==> config.mk <==
export PLATFORM = sky130hd
export DESIGN_NAME = secded_codec
export DESIGN_NICKNAME = d
export VERILOG_FILES = /design/src/rtl/secded_pkg.sv /design/src/rtl/secded_enc.sv /design/src/rtl/secded_dec.sv /design/src/rtl/secded_pipe.sv /design/src/rtl/secded_codec.sv
export SDC_FILE = /design/constraint.sdc
export NUM_CORES = 1
export LEC_CHECK = 0
export ABC_AREA = 1
export CELL_PAD_IN_SITES_DETAIL_PLACEMENT = 1
export CELL_PAD_IN_SITES_GLOBAL_PLACEMENT = 1
export CORE_MARGIN = 5
export CORE_UTILIZATION = 38
export DETAILED_ROUTE_END_ITERATION = 6
export GPL_ROUTABILITY_DRIVEN = 0
export PLACE_DENSITY_LB_ADDON = 0.1
export SETUP_SLACK_MARGIN = 0.2
export SLEW_MARGIN = 25
export SYNTH_ARGS = -nofsm -noshare
export SYNTH_HDL_FRONTEND = slang
export SYNTH_HIERARCHICAL = 1
export SYNTH_SLANG_ARGS = --single-unit
export TNS_END_PERCENT = 1
==> constraint.sdc <==
create_clock -name clk -period 1.5 [get_ports clk]
set_clock_uncertainty 0.15 [all_clocks]
set_input_delay 0.225 -clock clk [delete_from_list [all_inputs] [get_ports clk]]
set_output_delay 0.225 -clock clk [all_outputs]
set_load 0.05 [all_outputs]
==> src/rtl/secded_pkg.sv <==
package secded_pkg;

   // smallest check-bit count p with 2^p >= data + p + 1
   function automatic int chk_count(input int dw);
      int p;
      p = 1;
      while ((1 << p) < dw + p + 1) p = p + 1;
      return p;
   endfunction

   function automatic bit is_pow2(input int v);
      return (v > 0) && ((v & (v - 1)) == 0);
   endfunction

endpackage

==> src/rtl/secded_enc.sv <==
module secded_enc
   import secded_pkg::*;
#(
   parameter int DATA_W = 8,
   localparam int CHK   = chk_count(DATA_W),
   localparam int NPOS  = DATA_W + CHK,
   localparam int CW    = NPOS + 1
) (
   input  logic [DATA_W-1:0] data_i,
   output logic [CW-1:0]     word_o
);

   logic [NPOS:1] pos;

   always_comb begin
      int j;
      logic par;
      pos = '0;
      j   = DATA_W - 1;
      // data bits fill non-power-of-two positions, MSB first
      for (int k = 1; k <= NPOS; k++) begin
         if (!is_pow2(k)) begin
            pos[k] = data_i[j];
            j      = j - 1;
         end
      end
      // each check bit closes even parity over its group
      for (int i = 0; i < CHK; i++) begin
         par = 1'b0;
         for (int k = 1; k <= NPOS; k++) begin
            if (!is_pow2(k) && ((k >> i) & 1) == 1) par = par ^ pos[k];
         end
         pos[1 << i] = par;
      end
   end

   always_comb begin
      word_o[NPOS] = ^pos;
      for (int k = 1; k <= NPOS; k++) word_o[NPOS-k] = pos[k];
   end

endmodule

==> src/rtl/secded_dec.sv <==
module secded_dec
   import secded_pkg::*;
#(
   parameter int DATA_W = 8,
   localparam int CHK   = chk_count(DATA_W),
   localparam int NPOS  = DATA_W + CHK,
   localparam int CW    = NPOS + 1
) (
   input  logic [CW-1:0]     word_i,
   output logic [DATA_W-1:0] data_o,
   output logic              corr_o,
   output logic              uncorr_o,
   output logic [CHK-1:0]    syn_o
);

   logic [NPOS:1] pos;
   logic [NPOS:1] fixed;
   logic [CHK-1:0] syn;
   logic mism;
   logic syn_zero;
   logic syn_valid;
   logic do_fix;

   always_comb begin
      for (int k = 1; k <= NPOS; k++) pos[k] = word_i[NPOS-k];
   end

   // syndrome bit i: parity of every position whose number has bit i set
   always_comb begin
      for (int i = 0; i < CHK; i++) begin
         syn[i] = 1'b0;
         for (int k = 1; k <= NPOS; k++) begin
            if (((k >> i) & 1) == 1) syn[i] = syn[i] ^ pos[k];
         end
      end
   end

   assign mism      = ^word_i;
   assign syn_zero  = (syn == '0);
   assign syn_valid = (int'(syn) <= NPOS);
   assign do_fix    = mism && !syn_zero && syn_valid;

   always_comb begin
      for (int k = 1; k <= NPOS; k++) fixed[k] = pos[k] ^ (do_fix && (int'(syn) == k));
   end

   always_comb begin
      int j;
      data_o = '0;
      j      = DATA_W - 1;
      for (int k = 1; k <= NPOS; k++) begin
         if (!is_pow2(k)) begin
            data_o[j] = fixed[k];
            j         = j - 1;
         end
      end
   end

   assign corr_o   = mism && (syn_zero || syn_valid);
   assign uncorr_o = (!mism && !syn_zero) || (mism && !syn_valid);
   assign syn_o    = syn;

endmodule

==> src/rtl/secded_pipe.sv <==
module secded_pipe #(
   parameter int WIDTH = 8,
   parameter bit EN    = 1'b1
) (
   input  logic             clk,
   input  logic             rst_n,
   input  logic [WIDTH-1:0] d,
   output logic [WIDTH-1:0] q
);

   generate
      if (EN) begin : g_reg
         always_ff @(posedge clk or negedge rst_n) begin
            if (!rst_n) q <= '0;
            else        q <= d;
         end
      end else begin : g_wire
         assign q = d;
      end
   endgenerate

endmodule

==> src/rtl/secded_codec.sv <==
module secded_codec
   import secded_pkg::*;
#(
   parameter int DATA_W  = 8,
   parameter bit OUT_REG = 1'b1,
   localparam int CHK    = chk_count(DATA_W),
   localparam int CW     = DATA_W + CHK + 1
) (
   input  logic              clk,
   input  logic              rst_n,
   input  logic [DATA_W-1:0] enc_data_i,
   output logic [CW-1:0]     enc_word_o,
   input  logic [CW-1:0]     dec_word_i,
   output logic [DATA_W-1:0] dec_data_o,
   output logic              dec_corr_o,
   output logic              dec_uncorr_o,
   output logic [CHK-1:0]    dec_syn_o
);

   localparam int DEC_W = DATA_W + 2 + CHK;

   generate
      if (DATA_W < 4 || DATA_W > 57) begin : g_bad_width
         $error("secded_codec: DATA_W must lie in 4..57");
      end
   endgenerate

   logic [CW-1:0]     enc_word_c;
   logic [DATA_W-1:0] dec_data_c;
   logic              dec_corr_c;
   logic              dec_uncorr_c;
   logic [CHK-1:0]    dec_syn_c;

   secded_enc #(.DATA_W(DATA_W)) u_enc (
      .data_i (enc_data_i),
      .word_o (enc_word_c)
   );

   secded_dec #(.DATA_W(DATA_W)) u_dec (
      .word_i   (dec_word_i),
      .data_o   (dec_data_c),
      .corr_o   (dec_corr_c),
      .uncorr_o (dec_uncorr_c),
      .syn_o    (dec_syn_c)
   );

   secded_pipe #(.WIDTH(CW), .EN(OUT_REG)) u_enc_pipe (
      .clk   (clk),
      .rst_n (rst_n),
      .d     (enc_word_c),
      .q     (enc_word_o)
   );

   secded_pipe #(.WIDTH(DEC_W), .EN(OUT_REG)) u_dec_pipe (
      .clk   (clk),
      .rst_n (rst_n),
      .d     ({dec_data_c, dec_corr_c, dec_uncorr_c, dec_syn_c}),
      .q     ({dec_data_o, dec_corr_o, dec_uncorr_o, dec_syn_o})
   );

endmodule

==> flow_summary.yaml, run 1 <==
logic_synthesis:
  syn_avg_cell_area_um2: 7.30
  seq_area_frac_synth: 0.330
  synthSimpleGateAreaFrac: 0.522
  ys_async_sr_fraction: 1.00
  synthAdderAreaFrac: 0
  ys_warn_count: 6
  ys_ff_latch: 27
  yosys-top-cells-area: "dfrtp_1 33%, nand2_1 19%, nand2_2 8.6%"
  yosysTopAreaCellShare: 0.330
  syn_inst: 280
  syn_area_um2: 2040
  syn-num-nets: 303
  yosysTopAreaCell: "dfrtp_1"
  synth_top_family_by_area: "simple AND/OR/NAND/NOR gates"
  synthTopCellsByCount: "102 x nand2_1, 29 x nand3_1, 28 x nand2_2, 27 x dfrtp_1, 21 x inv_1"
  synth.distinct_cells: 20
  synthMuxAreaShare: 0
  synthFlopType: "dfrtp_1"
  synth_edf_count: 0
  synth_compound_area_frac: 0
  yosysMostFrequentCell: "nand2_1"
  synth_xor_area_frac: 0.0422
floorplan:
  dieWidth_um: 83.4
  die_h_um: 83.4
  start_util: 0.395
  io_pins: 50
  num_rows: 26
placed_design:
  dp_slack_ns: -0.774
  numPortBuffers: 49
  dp_hpwl_um: 6060
  dpl_cell_area_um2: 3160
clock_network:
  numCtsBuffers: 3
  cts_root_buffer: "clkbuf_8"
  cts_sinks: 27
  htreeDepth: 1
  ctsHoldBuffers: 0
  clockBufferDepth: 2
sta:
  worst_endpoint_kind: "register input"
  crit_endpoint: "u_dec_pipe/q[11]$_DFF_PN0_/D"
run_status:
  status: "stopped before the end"
  error_line: "[ERROR DPL-0033] detailed placement checks failed during check placement."
  outcome.stop_stage: "5_1_grt"
global_routing:
  grt_max_degree: 28
  antenna_found_initial: 1
==> logic make-up after synthesis <==
group / count (synthesis)
simple gates: 198
xor+xnor: 9
buf+inv: 46
flops: 27
==> timing repair <==
action                                  4_1_cts
endpoints found under the setup margin       17
buffers inserted                             15
pin swaps                                    42
gates cloned                                  3
hold endpoints to repair                      0
resized for setup                           111
==> through the flow <==
stage | utilization | std cells
floorplan | - | 280
global placement | 0.611 | 429
detailed placement | 0.611 | 429
CTS | 0.677 | 451
==> run 2, diff against run 1 <==
--- a/config.mk
+++ b/config.mk
@@ -6,14 +6,11 @@
 export NUM_CORES = 1
 export LEC_CHECK = 0
 export ABC_AREA = 1
-export CELL_PAD_IN_SITES_DETAIL_PLACEMENT = 1
-export CELL_PAD_IN_SITES_GLOBAL_PLACEMENT = 1
 export CORE_MARGIN = 5
-export CORE_UTILIZATION = 38
+export CORE_UTILIZATION = 40
 export DETAILED_ROUTE_END_ITERATION = 6
 export GPL_ROUTABILITY_DRIVEN = 0
-export PLACE_DENSITY_LB_ADDON = 0.1
-export SETUP_SLACK_MARGIN = 0.2
+export PLACE_DENSITY_LB_ADDON = 0.15
 export SLEW_MARGIN = 25
 export SYNTH_ARGS = -nofsm -noshare
 export SYNTH_HDL_FRONTEND = slang
==> run 2 against run 1 <==
Compared with the run above: area after synthesis stayed put; synthesized cell count stayed put; the run now ends clean.
==> flow_summary.yaml, run 2 <==
run_status:
  status: "completed"
logic_synthesis:
  synthFlopType: "dfrtp_1"
  ys_ff_latch: 27
  syn_area_um2: 2040
  syn-num-nets: 303
  synth.distinct_cells: 20
  ys_async_sr_fraction: 1.00
  yosysMostFrequentCell: "nand2_1"
  seq_area_frac_synth: 0.330
  yosys-top-cells-area: "dfrtp_1 33%, nand2_1 19%, nand2_2 8.6%"
  yosysTopAreaCell: "dfrtp_1"
  yosysTopAreaCellShare: 0.330
  synth_edf_count: 0
  syn_avg_cell_area_um2: 7.30
  ys_warn_count: 6
  syn_inst: 280
  synthTopCellsByCount: "102 x nand2_1, 29 x nand3_1, 28 x nand2_2, 27 x dfrtp_1, 21 x inv_1"
power_and_ir_drop:
  peakVddDrop_uv: 493
  leakage_nw: 1.85
  power_density_nw_per_um2: 832
  total_power_mw: 2.95
sta:
  slew_violations: 0
  hold_viol: 0
  slew_headroom: 0.861
  period_minus_slack_ns: 1.47
  setup_violations: 0
  tns_ns: 0
  rsz0062_at_grt: "yes"
  worst_pin_slew_ns: 0.209
  setup_ws_ns: 0.0266
  fmax_ghz: 0.679
  period_share: 0.982
layout:
  largest_reg_flops: 14
  antenna_cells: 0
  regMostFlops: "u_dec_pipe/q"
  final_area_um2: 3550
  synthToLayoutAreaGrowth_pct: 73.4
  nets: 411
  reg_top3: "u_dec_pipe/q (14), u_enc_pipe/q (13)"
  final_cell_mix: "70 x nand2_1, 57 x buf_4, 52 x nand2_2"
  drive_above_1_share: 0.550
  final_common_cell: "nand2_1"
job:
  maxCapViolations: 0
detailed_routing:
  detail_route.vias_per_cell: 4.70
  first_iter_violations: 105
  drtPass1Iterations: 5
  wl_um: 5690
  wl_per_cell_um: 12.5
  drcViolationCount: 0
  via_count: 2148
  ant_nets: 0
worst_setup_path:
  critPathArrivalTime_ns: 1.54
  required_ns: 1.56
  max_stage_delay_ns: 0.14
  endpoint: "u_dec_pipe/q[11]"
  worstSetupEndpointType: "register"
  worst-path-max-fanout: 5
  cp_common_cell: "nand2_2"
  worstPathCellList: "buf_4 > inv_4 > nand2_1 > nand2_2 > inv_2 > nand2_2 > nand2_2 > nand2_2 > nand3_4 > nand2_8 > nand2_8 > nor2_4 > nand3_2 > nand2_1"
  worst-setup-path-type: "input pin to register"
  crit_path_start_kind: "input pin"
  cp_slowest_cell: "buf_4"
  path_depth: 14
  crit_buf_inv: 3
  crit_family: "simple AND/OR/NAND/NOR gates"
  crit_start: "dec_word_i[6]"
clock_network:
  htreeDepth: 1
  clockBufferDepth: 2
  cts_tree: "done"
  numCtsBuffers: 3
  clk_pin_slew_ns: 0.09
  ctsHoldBuffers: 0
  cts_sinks: 27
  cts_root_buffer: "clkbuf_8"
global_routing:
  grt_max_degree: 28
  antenna_found_initial: 0
  track_usage: 0.173
  grt-ovfl-total: 0
  grt_first_pass_wirelength_um: 8850
  grt_pass1_vias: 1971
floorplan:
  core_um2: 5040
  dieWidth_um: 81.5
  num_rows: 26
  die_h_um: 81.5
  start_util: 0.405
  io_pins: 50
  die_area_um2: 6640
placed_design:
  numPortBuffers: 49
  dp_slack_ns: -0.729
  dp_hpwl_um: 4220
  dpl_cell_area_um2: 3160
min_path:
  min_path_type: "input pin to register"
-- run 2: cell counts after synthesis --
No cell type changed its count.
-- run 2: how the worst min path moves through the flow --
stage,startpoint,to,slack [ns],depth (start not counted)
5_1_grt,enc_data_i[4],u_enc_pipe/q[5],0.03,1
4_1_cts,rst_n,u_enc_pipe/q[0],0.15,2
2_1_floorplan,rst_n,u_dec_pipe/q[0],-0.22,0
3_3_place_gp,rst_n,u_dec_pipe/q[1],0.45,2
3_5_place_dp,rst_n,u_dec_pipe/q[1],0.45,2
6_report,enc_data_i[4],u_enc_pipe/q[5],0.04,1
-- run 2: metal layers --
metal / wire length, um / vias to the layer above / global-route usage
met3: 395 / 10 / 0.0241
li1: - / 1070 / -
met1: 2100 / 1004 / 0.199
met2: 3070 / 64 / 0.322
met5: 0 / - / 0
met4: 123 / 0 / 0.0608
-- run 2: per-stage QoR --
stage           util  cells  hold slack (ns)
3_3_place_gp   0.626    430            0.446
5_1_grt        0.703    457           0.0309
3_5_place_dp   0.626    430            0.447
4_1_cts        0.684    455            0.150
6_report       0.703    457           0.0412
2_1_floorplan      -    280           -0.221
-- run 2: report_power, final --
group          switching, mW  total [mW]  leakage [nW]  internal [mW]
logic                  0.905        1.66          1.51          0.759
registers             0.0690       0.878         0.314          0.809
clock network          0.220       0.410        0.0228          0.190
-- run 2: final cells by class --
| class | count | area [um2] |
|---|---|---|
| Fill cell | 395 | 1500 |
| Multi-Input combinational cell | 209 | 1350 |
| Timing Repair Buffer | 111 | 1240 |
| Sequential cell | 27 | 676 |
| Inverter | 36 | 153 |
| Tap cell | 70 | 87.6 |
| Clock buffer | 4 | 45.0 |
-- run 2: what timing repair did --
item / in CTS / in global routing
setup endpoints to repair: 12 / 11
pin swaps: 28 / 27
cloned: 2 / 0
setup buffers: 19 / 3
resized for setup: 79 / 43
-- run 2: kinds of logic (layout without fill, tap and decap cells) --
| logic type | Yosys count | count (layout) | share of synthesized area |
|---|---|---|---|
| xor gates and xnor gates | 9 | 9 | 0.0422 |
| buffers and inverters | 46 | 151 | 0.105 |
| DFF | 27 | 27 | 0.330 |
| and+or+nand+nor | 198 | 200 | 0.522 |
(Power assumes the default switching activity.)
